===== src/rtl/cmt_pkg.sv =====
package cmt_pkg;
  localparam int MODE_W = 3;
  localparam int WORD_W = MODE_W + 2;

  typedef struct packed {
    logic outEn;
    logic cmpEn;
    logic [MODE_W-1:0] mode;
  } ctlWord_t;

  typedef struct packed {
    logic shadowLd;
    logic activeLd;
    logic activeFromWr;
  } chStrobe_t;
endpackage


===== src/rtl/cmt_ctrl.sv =====
module cmt_ctrl #(
  parameter int NUM_CH = 4,
  parameter logic [NUM_CH-1:0] CMPL_MASK = '1
) (
  input  logic clk,
  input  logic rstN,
  input  logic [NUM_CH-1:0] wrStb,
  input  logic stageEn,
  input  logic trigSrcSel,
  input  logic swCommute,
  input  logic trigIn,
  output cmt_pkg::chStrobe_t [NUM_CH-1:0] strobes
);
  logic trigPrev;
  logic trigRise;
  logic commEvent;

  always_ff @(posedge clk or negedge rstN) begin
    if (!rstN) trigPrev <= 1'b0;
    else       trigPrev <= trigIn;
  end

  assign trigRise  = trigIn & ~trigPrev;
  assign commEvent = swCommute | (trigSrcSel & trigRise);

  for (genvar c = 0; c < NUM_CH; c++) begin : g_ch
    if (CMPL_MASK[c]) begin : g_staged
      always_comb begin
        strobes[c].shadowLd = wrStb[c];
        if (stageEn) begin
          strobes[c].activeLd     = commEvent;
          strobes[c].activeFromWr = wrStb[c];
        end else begin
          strobes[c].activeLd     = wrStb[c];
          strobes[c].activeFromWr = 1'b1;
        end
      end
    end else begin : g_direct
      always_comb begin
        strobes[c].shadowLd     = wrStb[c];
        strobes[c].activeLd     = wrStb[c];
        strobes[c].activeFromWr = 1'b1;
      end
    end
  end
endmodule


===== src/rtl/cmt_datapath.sv =====
module cmt_datapath #(
  parameter int NUM_CH = 4
) (
  input  logic clk,
  input  logic rstN,
  input  cmt_pkg::chStrobe_t [NUM_CH-1:0] strobes,
  input  cmt_pkg::ctlWord_t  [NUM_CH-1:0] wrWord,
  output cmt_pkg::ctlWord_t  [NUM_CH-1:0] activeWord
);
  cmt_pkg::ctlWord_t [NUM_CH-1:0] shadowWord;

  for (genvar c = 0; c < NUM_CH; c++) begin : g_ch
    cmt_pkg::ctlWord_t nextActive;

    assign nextActive = strobes[c].activeFromWr ? wrWord[c] : shadowWord[c];

    always_ff @(posedge clk or negedge rstN) begin
      if (!rstN) begin
        shadowWord[c] <= '0;
      end else if (strobes[c].shadowLd) begin
        shadowWord[c] <= wrWord[c];
      end
    end

    always_ff @(posedge clk or negedge rstN) begin
      if (!rstN) begin
        activeWord[c] <= '0;
      end else if (strobes[c].activeLd) begin
        activeWord[c] <= nextActive;
      end
    end
  end
endmodule


===== src/rtl/ctrl_shadow_bank.sv =====
module ctrl_shadow_bank #(
  parameter int NUM_CH = 4,
  parameter logic [NUM_CH-1:0] CMPL_MASK = 4'b0111
) (
  input  logic clk,
  input  logic rstN,
  input  logic [NUM_CH-1:0] wrStb,
  input  logic [NUM_CH-1:0] wrOutEn,
  input  logic [NUM_CH-1:0] wrCmpEn,
  input  logic [cmt_pkg::MODE_W*NUM_CH-1:0] wrMode,
  input  logic stageEn,
  input  logic trigSrcSel,
  input  logic swCommute,
  input  logic trigIn,
  output logic [NUM_CH-1:0] actOutEn,
  output logic [NUM_CH-1:0] actCmpEn,
  output logic [cmt_pkg::MODE_W*NUM_CH-1:0] actMode
);
  localparam int MW = cmt_pkg::MODE_W;

  cmt_pkg::chStrobe_t [NUM_CH-1:0] strobes;
  cmt_pkg::ctlWord_t  [NUM_CH-1:0] wrWord;
  cmt_pkg::ctlWord_t  [NUM_CH-1:0] activeWord;

  for (genvar c = 0; c < NUM_CH; c++) begin : g_map
    assign wrWord[c].outEn = wrOutEn[c];
    assign wrWord[c].cmpEn = wrCmpEn[c];
    assign wrWord[c].mode  = wrMode[MW*c +: MW];
    assign actOutEn[c]        = activeWord[c].outEn;
    assign actCmpEn[c]        = activeWord[c].cmpEn;
    assign actMode[MW*c +: MW] = activeWord[c].mode;
  end

  cmt_ctrl #(.NUM_CH(NUM_CH), .CMPL_MASK(CMPL_MASK)) u_ctrl (
    .clk(clk), .rstN(rstN), .wrStb(wrStb), .stageEn(stageEn),
    .trigSrcSel(trigSrcSel), .swCommute(swCommute), .trigIn(trigIn),
    .strobes(strobes)
  );

  cmt_datapath #(.NUM_CH(NUM_CH)) u_dp (
    .clk(clk), .rstN(rstN), .strobes(strobes), .wrWord(wrWord),
    .activeWord(activeWord)
  );
endmodule


===== config.mk =====
export PLATFORM = sky130hd
export DESIGN_NAME = ctrl_shadow_bank
export DESIGN_NICKNAME = d
export VERILOG_FILES = /design/src/rtl/cmt_pkg.sv /design/src/rtl/cmt_ctrl.sv /design/src/rtl/cmt_datapath.sv /design/src/rtl/ctrl_shadow_bank.sv
export SDC_FILE = /design/constraint.sdc
export NUM_CORES = 1
export LEC_CHECK = 0
export BUFFER_PORTS_ARGS = -buffer_cell sky130_fd_sc_hd__buf_2
export CAP_MARGIN = 20
export CORE_MARGIN = 10
export CORE_UTILIZATION = 50
export DETAILED_ROUTE_END_ITERATION = 7
export GPL_ROUTABILITY_DRIVEN = 0
export PLACE_DENSITY = 0.78
export RECOVER_POWER = 25
export SETUP_SLACK_MARGIN = 0.5
export SLEW_MARGIN = 20
export SYNTH_ARGS = -nofsm -noshare
export SYNTH_HDL_FRONTEND = slang
export SYNTH_SLANG_ARGS = --single-unit
export TNS_END_PERCENT = 100

===== constraint.sdc =====
create_clock -name clk -period 1.6 [get_ports clk]
set_clock_uncertainty 0.1 [all_clocks]
set_input_delay 0 -clock clk [delete_from_list [all_inputs] [get_ports clk]]
set_output_delay 0 -clock clk [all_outputs]
set_load 0.05 [all_outputs]

==> results of run 1 <==
==> worst reg2reg max path: stages, from the launching register on <==
cell                       delay [ps]
sky130_fd_sc_hd__dfrtp_1          380
sky130_fd_sc_hd__nand4b_4         230
sky130_fd_sc_hd__nand3_4          150
sky130_fd_sc_hd__mux2_2           350
==> metrics by stage <==
stage,instance area (um2),total power [W],setup slack [ps],utilization (%)
after detailed placement,1910,0.00176,284,62.2
after CTS,2250,0.00233,290,73.3
final,2310,0.00236,285,75.2
after global placement,1910,0.00174,323,62.2
after global routing,2310,0.00248,253,75.2
after floorplan,1630,0.00157,373,-
==> power by group through the flow <==
stage | combinational, W | clock (W) | sequential (W)
floorplan | 0.000193 | 0 | 0.00138
global placement | 0.000647 | 0 | 0.00109
global route | 0.000808 | 0.000559 | 0.00111
finish | 0.000764 | 0.000503 | 0.00109
CTS | 0.000719 | 0.000521 | 0.00109
detailed placement | 0.000661 | 0 | 0.00110
==> state kept, by name, indices dropped and copies added (netlist names) <==
signal,flops
u_ctrl.trigPrev,1
u_dp.activeWord,20
u_dp.shadowWord,15
==> routing by layer <==
layer,GRT usage (%),share of wire (%),routed length (um),vias up
met2,21.3,53,1940,33
li1,-,-,-,520
met4,3.90,0.93,34,0
met3,5.83,6.0,221,4
met1,13.9,40,1480,527
met5,0,0,0,-
==> kinds of logic after synthesis <==
logic type | Yosys count | synth area share (%)
AND/OR/NAND/NOR | 11 | 6.76
multiplexers | 50 | 36.2
buffers and inverters | 3 | 1.09
flip-flops | 36 | 56.0
==> cell usage in the layout, fill, tap and decap left out, drive strengths merged <==
| cell type | synthesis | final |
|---|---|---|
| nand2b | 4 | 4 |
| clkinv | 0 | 2 |
| nand2 | 1 | 1 |
| mux2 | 50 | 50 |
| dlygate4sd3 | 0 | 26 |
| clkbuf | 0 | 17 |
| buf | 3 | 38 |
| dfrtp | 36 | 36 |
| nor2b | 2 | 2 |
| nand4b | 1 | 1 |
| nand3 | 3 | 3 |
==> worst paths after layout <==
kind | endpoint | slack (ps) | depth (start not counted)
min in group asynchronous | u_dp.activeWord[18] | 200 | 2
min | u_dp.activeWord[13] | 100 | 4
min reg2reg | u_dp.shadowWord[13] | 400 | 1
max reg2reg | u_dp.activeWord[13] | 290 | 3
max in group asynchronous | u_dp.activeWord[16] | 620 | 2
max | u_dp.activeWord[13] | 290 | 3
==> what timing repair did <==
item / in CTS / in global routing
hold buffers: 26 / 0
cloned: 0 / 0
hold endpoints to repair: 72 / 0
gates resized for setup: 3 / 34
setup endpoints to repair: 15 / 35
pin swaps: 1 / 0
==> cell type report <==
cell class | count | share of cell area, %
Sequential cell | 36 | 39.2
Tap cell | 44 | 2.38
Timing Repair Buffer | 75 | 23.9
Clock buffer | 6 | 2.22
Multi-Input combinational cell | 61 | 31.8
Clock inverter | 2 | 0.432
==> results.md, run 1 <==
Yosys:
- The top cell type by area accounts for 56.0% of the synthesized area.
- The post-synthesis sequential element count is 36.
- Each instance of the synthesized netlist takes up on average 16.1 um2.
- In the post-synthesis netlist, the cell with the most instances is sky130_fd_sc_hd__dfrtp_1.
- The synthesized design contains 0 enable-type register cells.
- Among all flip-flop cells after synthesis, the most frequent one is sky130_fd_sc_hd__dfrtp_1.
- The gate count after technology mapping is 100.
- The netlist area before placement is around 1600 um2.
- Of all flip-flops after synthesis, the portion carrying an async set or reset was between 90% and 100%.
- sky130_fd_sc_hd__dfrtp_1 takes more of the synthesized area than any other cell.
- After synthesis, flip-flops and latches occupy a little under three fifths of the total area.
- Sorting the synthesized cells by area gives the leading types as sky130_fd_sc_hd__dfrtp_1 (56%), sky130_fd_sc_hd__mux2_1 (24%), sky130_fd_sc_hd__mux2_2 (7.0%), sky130_fd_sc_hd__mux2_4 (4.7%), sky130_fd_sc_hd__nand3_2 (1.9%).
- The count of yosys warnings during synthesis is 0.
- The number of library cell types mapped by synthesis is 12.
- The number of nets in the synthesized netlist is 130.
- By count the netlist is led by sky130_fd_sc_hd__dfrtp_1 (36), sky130_fd_sc_hd__mux2_1 (35), sky130_fd_sc_hd__mux2_2 (10).

Routing:
- Dividing the detail-routed wire length by the instance count gives 16.4 um.
- The routed wire length is approximately 3.7 mm.
- Once detail routing completed, the nets flagged for antenna violations numbered 0.
- Using the TritonRoute via totals, the vias-per-cell ratio works out to 4.84.
- The starting DRC count in detailed routing is 32.
- The first detailed-routing pass took 3 iterations.
- After detailed routing, the number of remaining DRC violations is 0.
- The routed layout has 1,084 vias.

Power and ir drop:
- The analysis attributes to cell leakage a power of about 1.1 nW.
- For this design the total switching power over the nets is 0.000806 W.
- The share of total power dissipated in the clock network is between 20% and 30%.
- The internal portion of the total power is 0.00155 W.
- The share of power burned in registers is 46.3%.
- The worst-case IR drop observed on VDD is approximately 0.00078 V.
- The cell area power density is just over 1000 nW/um2.
- Net switching is 34.2% of the power.
- The power share of the combinational group is 32.4%.

Clocking:
- The clock passes through at most 2 buffers.
- The clock insertion delay at the later pin of the skew report is between 300 and 400 ps.
- The number of levels the H-tree was split into is 2.
- The root buffer cell chosen for the clock tree is sky130_fd_sc_hd__clkbuf_4.
- The CTS clock-pin slew for the worst setup and hold paths is about 100 ps.
- TritonCTS built the clock tree.
- Clock tree synthesis found a total of 36 sinks.
- The CTS buffer count is 5.
- The number of post-CTS setup repair buffers is 0.

Die:
- 50 I/O pins were placed.
- The standard-cell row count is 20.
- The die extent in y is between 70 and 80 um.
- The area of the die is 5890 um2.
- The die boundary width is between 70 and 80 um.
- The placeable core region is 3080 um2.
- The starting density of the core is around 52%.

Timing:
- The worst path uses 82.2% of the clock period.
- The final setup violation count is 0.
- The number of pins with negative max-slew slack in the final report is 0.
- Adding up every negative setup slack in the final design gives 0 ps.
- Setup repair after global routing could not meet its margin everywhere.
- The slew at the pin closest to its max-slew limit is ~860 ps.
- The number of hold violations in the final report is 0.
- The worst pin sits at a relative slew slack of between 40% and 50%.
- The clock period could shrink to between 1000 and 1500 ps.
- Hold timing on the final database bottoms out at a slack of roughly 100 ps.
- Derived from the worst setup path, the maximum achievable clock frequency is 761 MHz.

Global route:
- Global routing used between 10% and 20% of the available tracks across all layers.
- The first global-routing pass estimated just over 6 mm of wire.
- The pin count of the biggest net entering global routing is 37.
- The via count of the first global-routing pass was 1,270.
- The initial antenna violation count came to 0.
- The total overflow left after global routing is 0.

Finish:
- The number of nets in the final layout is about 210.
- The count of antenna diodes in the layout is 0.
- Across the whole layout, storage elements account for 907 um2.
- In the final layout, the multi-input gates occupy around 740 um2.
- In the final layout, the share of cells above drive strength 1 is a little under half.
- The area growth from synthesis to layout is 43.9%.
- The final cell count without fillers is 224.
- The count of filler cells inserted in the layout is 210.

Critical path:
- On the critical path the largest part of the delay comes from flip-flops.
- The endpoint class of the critical path is a flop.
- Walking the worst path, the cells encountered are nand4b_4 > nand3_4 > mux2_2.
- On the critical path, the stage with the largest delay is an instance of sky130_fd_sc_hd__dfrtp_1.
- The startpoint of the worst setup timing path is u_ctrl.trigPrev.
- The worst register-to-register path begins at u_ctrl.trigPrev.
- For the worst setup path, the data required time is around 1700 ps.
- The worst setup path is launched from a flop.
- The buffer and inverter count on the worst path is 0.
- The class of the most critical setup path is reg -> reg.
- In this run the worst path has a maximum fanout of 5.
- The highest cell delay on the worst timing path is roughly 380 ps.
- STA puts the critical path data arrival time at 1440 ps.

Run status:
- The run finished with clean final reports.

Placed design:
- The count of port buffers added during placement is 49.
- The number of placed cells counting well taps is 190.
- After legalization and detailed placement, the total HPWL measured around 2.6 mm.

Min path:
- The tightest min-delay check is of the in -> reg type.
- The worst min-delay path startpoint is wrStb[2].

Run:
- The max-capacitance violation count is 0.
Power figures use the tool's default switching activity.
==> run 2, diff against run 1 <==
--- a/config.mk
+++ b/config.mk
@@ -5,6 +5,7 @@
 export SDC_FILE = /design/constraint.sdc
 export NUM_CORES = 1
 export LEC_CHECK = 0
+export ABC_AREA = 1
 export BUFFER_PORTS_ARGS = -buffer_cell sky130_fd_sc_hd__buf_2
 export CAP_MARGIN = 20
 export CORE_MARGIN = 10
==> constraint.sdc (replaced) <==
create_clock -name clk -period 1.35 [get_ports clk]
set_clock_uncertainty 0.1 [all_clocks]
set_input_delay 0 -clock clk [delete_from_list [all_inputs] [get_ports clk]]
set_output_delay 0 -clock clk [all_outputs]
set_load 0.05 [all_outputs]
==> run 2 against run 1 <==
- the run now ends with negative hold slack left
- global-route usage rose by 2.4 points
- clock-buffer cell count did not move
- combinational power rose by 26%
- die area barely moved
- worst hold slack got worse by 190 ps
- maximum frequency rose by 20%
- largest cell class unchanged
==> results.md, run 2 <==
Placed design:
- The post-detailed-placement half-perimeter wirelength is 2.67 mm (was 2.57 mm).
- The post-placement setup slack came to 266 ps (was 284 ps).
- The count of port buffers added during placement is 49 (unchanged).

Run status:
- Result of the run: finished, violations left (was completed).
- The final reports fail on negative hold slack.

Yosys:
- The multiplexer share of the synthesized area is 3.50% (was 36.2%).
- The dominant synthesized flop cell is sky130_fd_sc_hd__dfrtp_1 (unchanged).
- The count of yosys warnings during synthesis is 0 (unchanged).
- The number of enable-type register cells in the synthesized netlist is 0 (unchanged).
- The fraction of registers with async set/reset is 100% (unchanged).
- The netlist area before placement came to 1610 um2 (about the same).
- The post-synthesis sequential element count is 36 (unchanged).
- The dominant combinational cell family by area after synthesis was simple AND/OR/NAND/NOR gates (was multiplexers).
- The post-synthesis compound-gate area fraction is 9.34% (was 0%).
- The post-synthesis share of cell area spent on and, or, nand and nor gates is 23.9% (was 6.77%).
- The biggest area consumer among synthesized cells was sky130_fd_sc_hd__dfrtp_1 (unchanged).
- The adder-cell share of the synthesized area was 0% (unchanged).
- Synth top cells by count: sky130_fd_sc_hd__nand2_1 (60), sky130_fd_sc_hd__dfrtp_1 (36), sky130_fd_sc_hd__o21ai_0 (30) (was sky130_fd_sc_hd__dfrtp_1 (36), sky130_fd_sc_hd__mux2_1 (35), sky130_fd_sc_hd__mux2_2 (10)).
- The mean area per synthesized cell came to 8.74 um2 (was 16.1 um2).
- Most area-consuming cells after synthesis: sky130_fd_sc_hd__dfrtp_1 (56%), sky130_fd_sc_hd__nand2_1 (14%), sky130_fd_sc_hd__o21ai_0 (9.3%), sky130_fd_sc_hd__inv_1 (4.7%), sky130_fd_sc_hd__nand3_1 (4.7%) (was sky130_fd_sc_hd__dfrtp_1 (56%), sky130_fd_sc_hd__mux2_1 (24%), sky130_fd_sc_hd__mux2_2 (7.0%), sky130_fd_sc_hd__mux2_4 (4.7%), sky130_fd_sc_hd__nand3_2 (1.9%)).
- The number of nets in the synthesized netlist is 214 (was 130).
- The portion of synthesized cell area occupied by the leading cell type is 56.0% (about the same).
- The number of library cell types mapped by synthesis was 12 (unchanged).
- The most frequently used cell type in the post-synthesis netlist is sky130_fd_sc_hd__nand2_1 (was sky130_fd_sc_hd__dfrtp_1).
- The register area share after synthesis is 56.0% (about the same).
- The xor/xnor share of the synthesized area is 0% (unchanged).
- The gate count after technology mapping is 184 (was 100).

Clocking:
- The buffer type at the clock tree root is sky130_fd_sc_hd__clkbuf_4 (unchanged).
- The CTS clock-pin slew for the worst setup and hold paths is 110 ps (was 100 ps).
- The number of hold-repair buffers added at the cts stage was 25 (was 26).
- The maximum clock insertion buffer count came to 2 (unchanged).
- The number of sinks driven by the clock tree is 36 (unchanged).
- The number of levels the H-tree was split into is 2 (unchanged).
- The TritonCTS clock tree was yes (unchanged).
- The CTS buffer count is 5 (unchanged).
- The clock insertion delay at the later pin of the skew report was 340 ps (was 330 ps).

Critical path:
- The highest cell delay on the worst timing path is 370 ps (was 380 ps).
- The endpoint class of the critical path is a flop (unchanged).
- The critical path launch point type is a flop (unchanged).
- The required time of the critical path is 1540 ps (was 1730 ps).
- The endpoint of the worst-slack reg-to-reg timing path is u_dp.activeWord[3] (was u_dp.activeWord[13]).
- The startpoint of the worst-slack reg-to-reg timing path is u_ctrl.trigPrev (unchanged).
- The cell with the largest stage delay on the worst path is sky130_fd_sc_hd__dfrtp_1 (unchanged).
- The buffer and inverter count on the worst path was 1 (was 0).
- The endpoint arrival time on the critical path is 1290 ps (was 1440 ps).
- The class of the most critical setup path is reg -> reg (unchanged).
- Cell breakdown of the critical path: inv_1 > nand3_2 > nand2_4 > nand2_8 > nand2_4 > nand2_1 > nand2_1 (was nand4b_4 > nand3_4 > mux2_2).
- The largest delay contributor family on the critical path was simple AND/OR/NAND/NOR gates (was flip-flops).
- The register-to-register setup slack was 250 ps (was 290 ps).
- The largest fanout on the critical path is 9 (was 5).
- The logic depth of the worst register-to-register path is 7 (was 3).

Finish:
- The number of nets in the final layout was 304 (was 209).
- Registers with the most flip-flops: u_dp.activeWord x20, u_dp.shadowWord x15, u_ctrl.trigPrev x1 (unchanged).
- Commonest non-fill, non-tap cells in the layout: sky130_fd_sc_hd__nand2_1 (60), sky130_fd_sc_hd__o21ai_0 (30), sky130_fd_sc_hd__buf_2 (27) (was sky130_fd_sc_hd__mux2_1 (35), sky130_fd_sc_hd__dfrtp_1 (31), sky130_fd_sc_hd__buf_2 (27)).
- The fraction of layout instances using a drive strength above 1 is 35.6% (was 46.1%).
- The flip-flop count of the largest register after layout is 20 (unchanged).
- The area growth from synthesis to layout is 53.9% (was 43.9%).
- The count of filler cells inserted in the layout came to 210 (unchanged).
- The sequential cell area is 913 um2 (was 907 um2).
- The utilization after layout is 80.4% (was 75.2%).
- The most common cell after layout, fill and taps aside is sky130_fd_sc_hd__nand2_1 (was sky130_fd_sc_hd__mux2_1).
- The largest register by flop count is u_dp.activeWord (unchanged).
- The count of antenna diodes in the layout came to 0 (unchanged).
- The total area of multi-input combinational cells is 634 um2 (was 737 um2).

Timing:
- The final setup violation count is 0 (unchanged).
- The portion of the clock cycle consumed by the worst path in the final layout is 81.3% (was 82.2%).
- The number of pins with negative max-slew slack in the final report came to 0 (unchanged).
- The final critical-path required period is 1100 ps (was 1310 ps).
- The worst setup slack after layout is 253 ps (was 285 ps).
- The sum of negative setup slack is 0 ps (unchanged).
- The slew at the pin closest to its max-slew limit was 655 ps (was 861 ps).
- Setup repair after global routing missed its margin: true (unchanged).
- The post-route worst hold slack was -89.7 ps (was 100 ps).
- The number of hold violations in the final report came to 20 (was 0).
- The tightest slew margin relative to the limit is 56.3% (was 42.6%).
- The maximum clock rate came to 912 MHz (was 761 MHz).

Routing:
- The average via count per standard cell is 4.82 (was 4.84).
- The post-route DRC violation count is 0 (unchanged).
- The final routed wire length divided by cell count came to 13.9 um (was 16.4 um).
- The count of TritonRoute iterations in the first routing pass is 4 (was 3).
- The total via count after detailed routing is 1,538 (was 1,084).
- The routed wire length is 4.45 mm (was 3.67 mm).
- The starting DRC count in detailed routing is 141 (was 32).
- The remaining antenna violation count came to 0 (unchanged).

Min path:
- The worst min-delay path startpoint was wrStb[3] (was wrStb[2]).
- The path type of the worst min-delay path is in -> reg (unchanged).
- The cell depth of the worst min-delay path is 2 (was 4).
- The worst hold path endpoint is u_dp.activeWord[19] (was u_dp.activeWord[13]).

Die:
- The die extent in y is 76.7 um (about the same).
- The standard-cell row count is 20 (unchanged).
- The die boundary width is 76.7 um (about the same).
- The number of top-level design ports is 50 (unchanged).
- The area of the die is 5880 um2 (was 5890 um2).
- The starting density of the core is 52.2% (was 52.3%).
- The placeable core region came to 3080 um2 (unchanged).

Global route:
- The initial antenna violation count was 0 (unchanged).
- The remaining global-route overflow was 0 (unchanged).
- The wire length of the first global-routing pass is 7.28 mm (was 6.07 mm).
- The via count of the first global-routing pass is 1,551 (was 1,270).
- The global routing usage summed across all routing layers was 15.1% (was 12.7%).
- The pin count of the biggest net entering global routing is 29 (was 37).

Power and ir drop:
- The largest voltage drop on the vdd net came to 0.000868 V (was 0.000782 V).
- The leakage power figure came to 1.32 nW (was 1.08 nW).
- The power after layout is 0.00285 W (was 0.00236 W).
- The net switching power is 0.00100 W (was 0.000806 W).
- The design internal power is 0.00185 W (was 0.00155 W).
- The switching power as a share of total power came to 35.2% (was 34.2%).
- The clock network fraction of total power came to 21.4% (was 21.3%).
- The share of power burned in registers came to 44.9% (was 46.3%).
- The power share of the combinational group was 33.7% (was 32.4%).
- The cell area power density is 1150 nW/um2 (was 1020 nW/um2).

Run:
- The max-capacitance violation count came to 0 (unchanged).
run 2: cell count changes after synthesis, sizes merged:
cell	delta
inv	+21
nand3	+13
nand2b	-4
nor2b	-2
o21ai	+30
nand4b	-1
mux2	-45
nand2	+70
buf	+2
run 2: stage by stage:
stage,area (um2),hold WS (ps),instances
2_1_floorplan,1620,-396,184
3_3_place_gp,1900,-59.9,274
3_5_place_dp,1900,-64.3,274
4_1_cts,2430,-110,316
5_1_grt,2470,-95.5,319
6_report,2470,-89.7,319
run 2: worst max-delay path by stage:
stage | cells past startpoint | endpoint | slack, ps | startpoint
global placement | 7 | u_dp.activeWord[10] | 300 | u_ctrl.trigPrev
finish | 7 | u_dp.activeWord[3] | 250 | u_ctrl.trigPrev
CTS | 7 | u_dp.activeWord[10] | 280 | u_ctrl.trigPrev
detailed placement | 7 | u_dp.activeWord[10] | 270 | u_ctrl.trigPrev
floorplan | 7 | u_dp.activeWord[0] | 290 | u_ctrl.trigPrev
global route | 6 | u_dp.activeWord[0] | 180 | u_ctrl.trigPrev
run 2: cells by family after synthesis:
logic type	Yosys count
AOI/OAI and AO/OA	30
buffers and inverters	26
muxes	5
DFF	36
and+or+nand+nor	87
run 2: power by group through the flow:
stage / sequential [W] / combinational, W / clock, W
CTS: 0.00128 / 0.000924 / 0.000613
global placement: 0.00128 / 0.000690 / 0
detailed placement: 0.00128 / 0.000699 / 0
finish: 0.00128 / 0.000960 / 0.000609
floorplan: 0.00157 / 0.000205 / 0
global route: 0.00130 / 0.00103 / 0.000670
run 2: area by class of cell:
cell class	count	share of cell area [%]
clock buffers	6	2.07
flip-flops and latches	36	36.9
well taps	44	2.22
repair buffers	87	29.6
multi-input cells	123	25.6
inverters	21	3.19
clock inverters	2	0.404
run 2: what timing repair did:
| item | CTS | global route |
|---|---|---|
| resized for setup | 45 | 7 |
| endpoints found under the hold margin | 72 | 18 |
| cloned | 1 | 0 |
| buffers inserted | 8 | 3 |
| endpoints found under the setup margin | 40 | 65 |
run 2: per-layer routing:
metal | vias to the layer above | global-route usage [%] | part of all wire, %
li1 | 769 | - | -
met1 | 714 | 17.0 | 41
met2 | 47 | 25.6 | 51
met3 | 8 | 5.83 | 6.6
met4 | 0 | 4.83 | 1.4
met5 | - | 0 | 0
==> run 3, diff against run 2 <==
==> constraint.sdc (replaced) <==
create_clock -name clk -period 1.05 [get_ports clk]
set_clock_uncertainty 0.1 [all_clocks]
set_input_delay 0 -clock clk [delete_from_list [all_inputs] [get_ports clk]]
set_output_delay 0 -clock clk [all_outputs]
set_load 0.05 [all_outputs]
==> run 3 against run 2 <==
- the flow finishes with violations (negative hold slack, negative setup slack)
- core utilization down 2.1 points
- setup slack worse by 380 ps
- sequential power up 33%
- critical path type unchanged
- critical endpoint is now u_dp.activeWord[11]
- largest cell class unchanged
- highest routed layer unchanged
==> results.md, run 3 (same netlist as run 2, synthesis figures left out) <==
Run:
- The max-capacitance violation count came to 0 (unchanged).

Finish:
- The largest register by flop count is u_dp.activeWord (unchanged).
- The count of antenna diodes in the layout was 0 (unchanged).
- Commonest non-fill, non-tap cells in the layout: sky130_fd_sc_hd__nand2_1 (52), sky130_fd_sc_hd__buf_2 (29), sky130_fd_sc_hd__dfrtp_2 (20) (was sky130_fd_sc_hd__nand2_1 (60), sky130_fd_sc_hd__o21ai_0 (30), sky130_fd_sc_hd__buf_2 (27)).
- The utilization after layout is 78.3% (was 80.4%).
- The fraction of layout instances using a drive strength above 1 is 54.2% (was 35.6%).
- The most common cell after layout, fill and taps aside is sky130_fd_sc_hd__nand2_1 (unchanged).
- Registers with the most flip-flops: u_dp.activeWord x20, u_dp.shadowWord x15, u_ctrl.trigPrev x1 (unchanged).
- The area growth from synthesis to layout is 50.0% (was 53.9%).
- The flip-flop count of the largest register after layout is 20 (unchanged).
- The number of nets in the final layout is 278 (was 304).
- The final cell count without fillers came to 293 (was 319).

Timing:
- The number of hold violations in the final report is 35 (was 20).
- The worst setup slack after layout is -126 ps (was 253 ps).
- The tightest slew margin relative to the limit is 68.4% (was 56.3%).
- The slew at the pin closest to its max-slew limit is 474 ps (was 655 ps).
- The maximum clock rate came to 850 MHz (was 912 MHz).
- The number of pins with negative max-slew slack in the final report was 0 (unchanged).
- The final critical-path required period is 1180 ps (was 1100 ps).
- The final setup violation count was 29 (was 0).
- The post-route worst hold slack is -246 ps (was -89.7 ps).
- Setup repair after global routing missed its margin: true (unchanged).
- The portion of the clock cycle consumed by the worst path in the final layout came to 112% (was 81.3%).

Critical path:
- The highest cell delay on the worst timing path is 400 ps (was 370 ps).
- The startpoint of the worst-slack reg-to-reg timing path is u_ctrl.trigPrev (unchanged).
- The endpoint of the worst-slack reg-to-reg timing path is u_dp.activeWord[11] (was u_dp.activeWord[3]).
- The critical path depth came to 7 (unchanged).
- The class of the most critical setup path is reg -> reg (unchanged).
- The largest fanout on the critical path is 5 (was 9).
- The required time of the critical path is 1230 ps (was 1540 ps).
- The largest delay contributor family on the critical path was simple AND/OR/NAND/NOR gates (unchanged).
- Cell breakdown of the critical path: inv_2 > nand3_4 > nand2_8 > nand2_8 > nand2_4 > nand2_1 > nand2_1 (was inv_1 > nand3_2 > nand2_4 > nand2_8 > nand2_4 > nand2_1 > nand2_1).
- The endpoint arrival time on the critical path is 1360 ps (was 1290 ps).
- The buffer and inverter count on the worst path is 1 (unchanged).
- The cell with the largest stage delay on the worst path is sky130_fd_sc_hd__dfrtp_1 (unchanged).
- The endpoint class of the critical path is a flop (unchanged).
- The critical path launch point type was a flop (unchanged).
- The logic depth of the worst register-to-register path came to 7 (unchanged).
- The register-to-register setup slack is -130 ps (was 250 ps).

Min path:
- The worst hold path endpoint is u_dp.shadowWord[13] (was u_dp.activeWord[19]).
- The cell depth of the worst min-delay path is 3 (was 2).
- The worst min-delay path startpoint is wrCmpEn[2] (was wrStb[3]).
- The path type of the worst min-delay path was in -> reg (unchanged).

Clocking:
- The TritonCTS clock tree is yes (unchanged).
- The number of sinks driven by the clock tree is 36 (unchanged).
- The number of levels the H-tree was split into is 2 (unchanged).
- The maximum clock insertion buffer count is 2 (unchanged).
- The clock insertion delay at the later pin of the skew report is 360 ps (was 340 ps).
- The CTS buffer count is 5 (unchanged).
- The buffer type at the clock tree root is sky130_fd_sc_hd__clkbuf_4 (unchanged).
- The number of hold-repair buffers added at the cts stage is 2 (was 25).
- The CTS clock-pin slew for the worst setup and hold paths was 130 ps (was 110 ps).

Die:
- The die extent in y came to 76.7 um (unchanged).
- The area of the die is 5880 um2 (unchanged).
- The starting density of the core is 52.2% (unchanged).
- The number of top-level design ports came to 50 (unchanged).
- The standard-cell row count is 20 (unchanged).
- The placeable core region is 3080 um2 (unchanged).
- The die boundary width came to 76.7 um (unchanged).

Power and ir drop:
- The switching power as a share of total power is 35.2% (about the same).
- The design internal power is 0.00259 W (was 0.00185 W).
- The clock network fraction of total power is 25.1% (was 21.4%).
- The largest voltage drop on the vdd net came to 0.00105 V (was 0.000868 V).
- The power share of the combinational group is 32.5% (was 33.7%).
- The share of power burned in registers is 42.5% (was 44.9%).
- The net switching power came to 0.00141 W (was 0.00100 W).
- The cell area power density came to 1660 nW/um2 (was 1150 nW/um2).
- The leakage power figure was 1.22 nW (was 1.32 nW).

Placed design:
- The count of port buffers added during placement is 49 (unchanged).
- The post-placement setup slack is -30.4 ps (was 266 ps).
- The number of placed cells counting well taps came to 274 (unchanged).
- The post-detailed-placement half-perimeter wirelength is 2.65 mm (was 2.67 mm).

Global route:
- The initial antenna violation count is 0 (unchanged).
- The pin count of the biggest net entering global routing is 37 (was 29).
- The via count of the first global-routing pass was 1,484 (was 1,551).
- The wire length of the first global-routing pass is 7.25 mm (was 7.28 mm).
- The global routing usage summed across all routing layers is 15.0% (was 15.1%).
- The remaining global-route overflow is 0 (unchanged).

Routing:
- The remaining antenna violation count is 0 (unchanged).
- The post-route DRC violation count is 0 (unchanged).
- The count of TritonRoute iterations in the first routing pass is 4 (unchanged).
- The starting DRC count in detailed routing came to 202 (was 141).
- The total via count after detailed routing is 1,466 (was 1,538).
- The final routed wire length divided by cell count is 16.2 um (was 13.9 um).
- The routed wire length is 4.75 mm (was 4.45 mm).
- The average via count per standard cell is 5.00 (was 4.82).

Run status:
- Result of the run: finished, violations left (unchanged).
- Violated checks: negative hold slack, negative setup slack (was negative hold slack).
[run 3: through the flow]
| stage | power [W] | instance area, um2 | TNS (ps) |
|---|---|---|---|
| after floorplan | 0.00230 | 1630 | -41.1 |
| after global placement | 0.00256 | 1920 | -54.7 |
| after detailed placement | 0.00258 | 1920 | -308 |
| after CTS | 0.00389 | 2330 | -466 |
| after global routing | 0.00416 | 2410 | -3080 |
| final | 0.00400 | 2410 | -1610 |
[run 3: timing repair]
item,4_1_cts,5_1_grt
resized for setup,70,33
buffers inserted,7,0
pin swaps,0,7
hold endpoints to repair,72,33
setup endpoints to repair,55,55
cloned,1,1
[run 3: area by class of cell]
cell class,instances,area (um2)
clock buffer,5,37.5
clock inverter,3,42.5
fill,194,667
inverter,21,78.8
multi-input combinational,124,742
sequential,36,926
tap,44,55.1
timing repair buffer,60,529
[run 3: metal layers]
metal  share of wire (%)  track usage, %  wire [um]  vias up
li1                    -               -          -      718
met1                  38            16.6       1820      673
met2                  53            26.8       2540       59
met3                 5.7            3.96        273       16
met4                 2.5            5.58        117        0
met5                   0               0          0        -
[run 3: worst max-delay path by stage]
stage	endpoint	start	slack, ps
floorplan	u_dp.activeWord[0]	u_ctrl.trigPrev	-4
global placement	u_dp.activeWord[2]	u_ctrl.trigPrev	-10
detailed placement	u_dp.activeWord[14]	u_ctrl.trigPrev	-30
CTS	u_dp.activeWord[5]	u_ctrl.trigPrev	-50
global route	u_dp.activeWord[11]	u_ctrl.trigPrev	-190
finish	u_dp.activeWord[11]	u_ctrl.trigPrev	-130
[run 3: tightest hold or removal path, cell delays in order]
cell and delay [ps]:
sky130_fd_sc_hd__buf_2 90, sky130_fd_sc_hd__nand2_1 40, sky130_fd_sc_hd__o21ai_1 60
[run 3: power by group through the flow]
stage | combinational, W | clock, W | sequential [W]
2_1_floorplan | 0.000273 | 0 | 0.00203
3_3_place_gp | 0.000905 | 0 | 0.00165
3_5_place_dp | 0.000915 | 0 | 0.00166
4_1_cts | 0.00122 | 0.000987 | 0.00168
5_1_grt | 0.00138 | 0.00107 | 0.00171
6_report | 0.00130 | 0.00100 | 0.00170
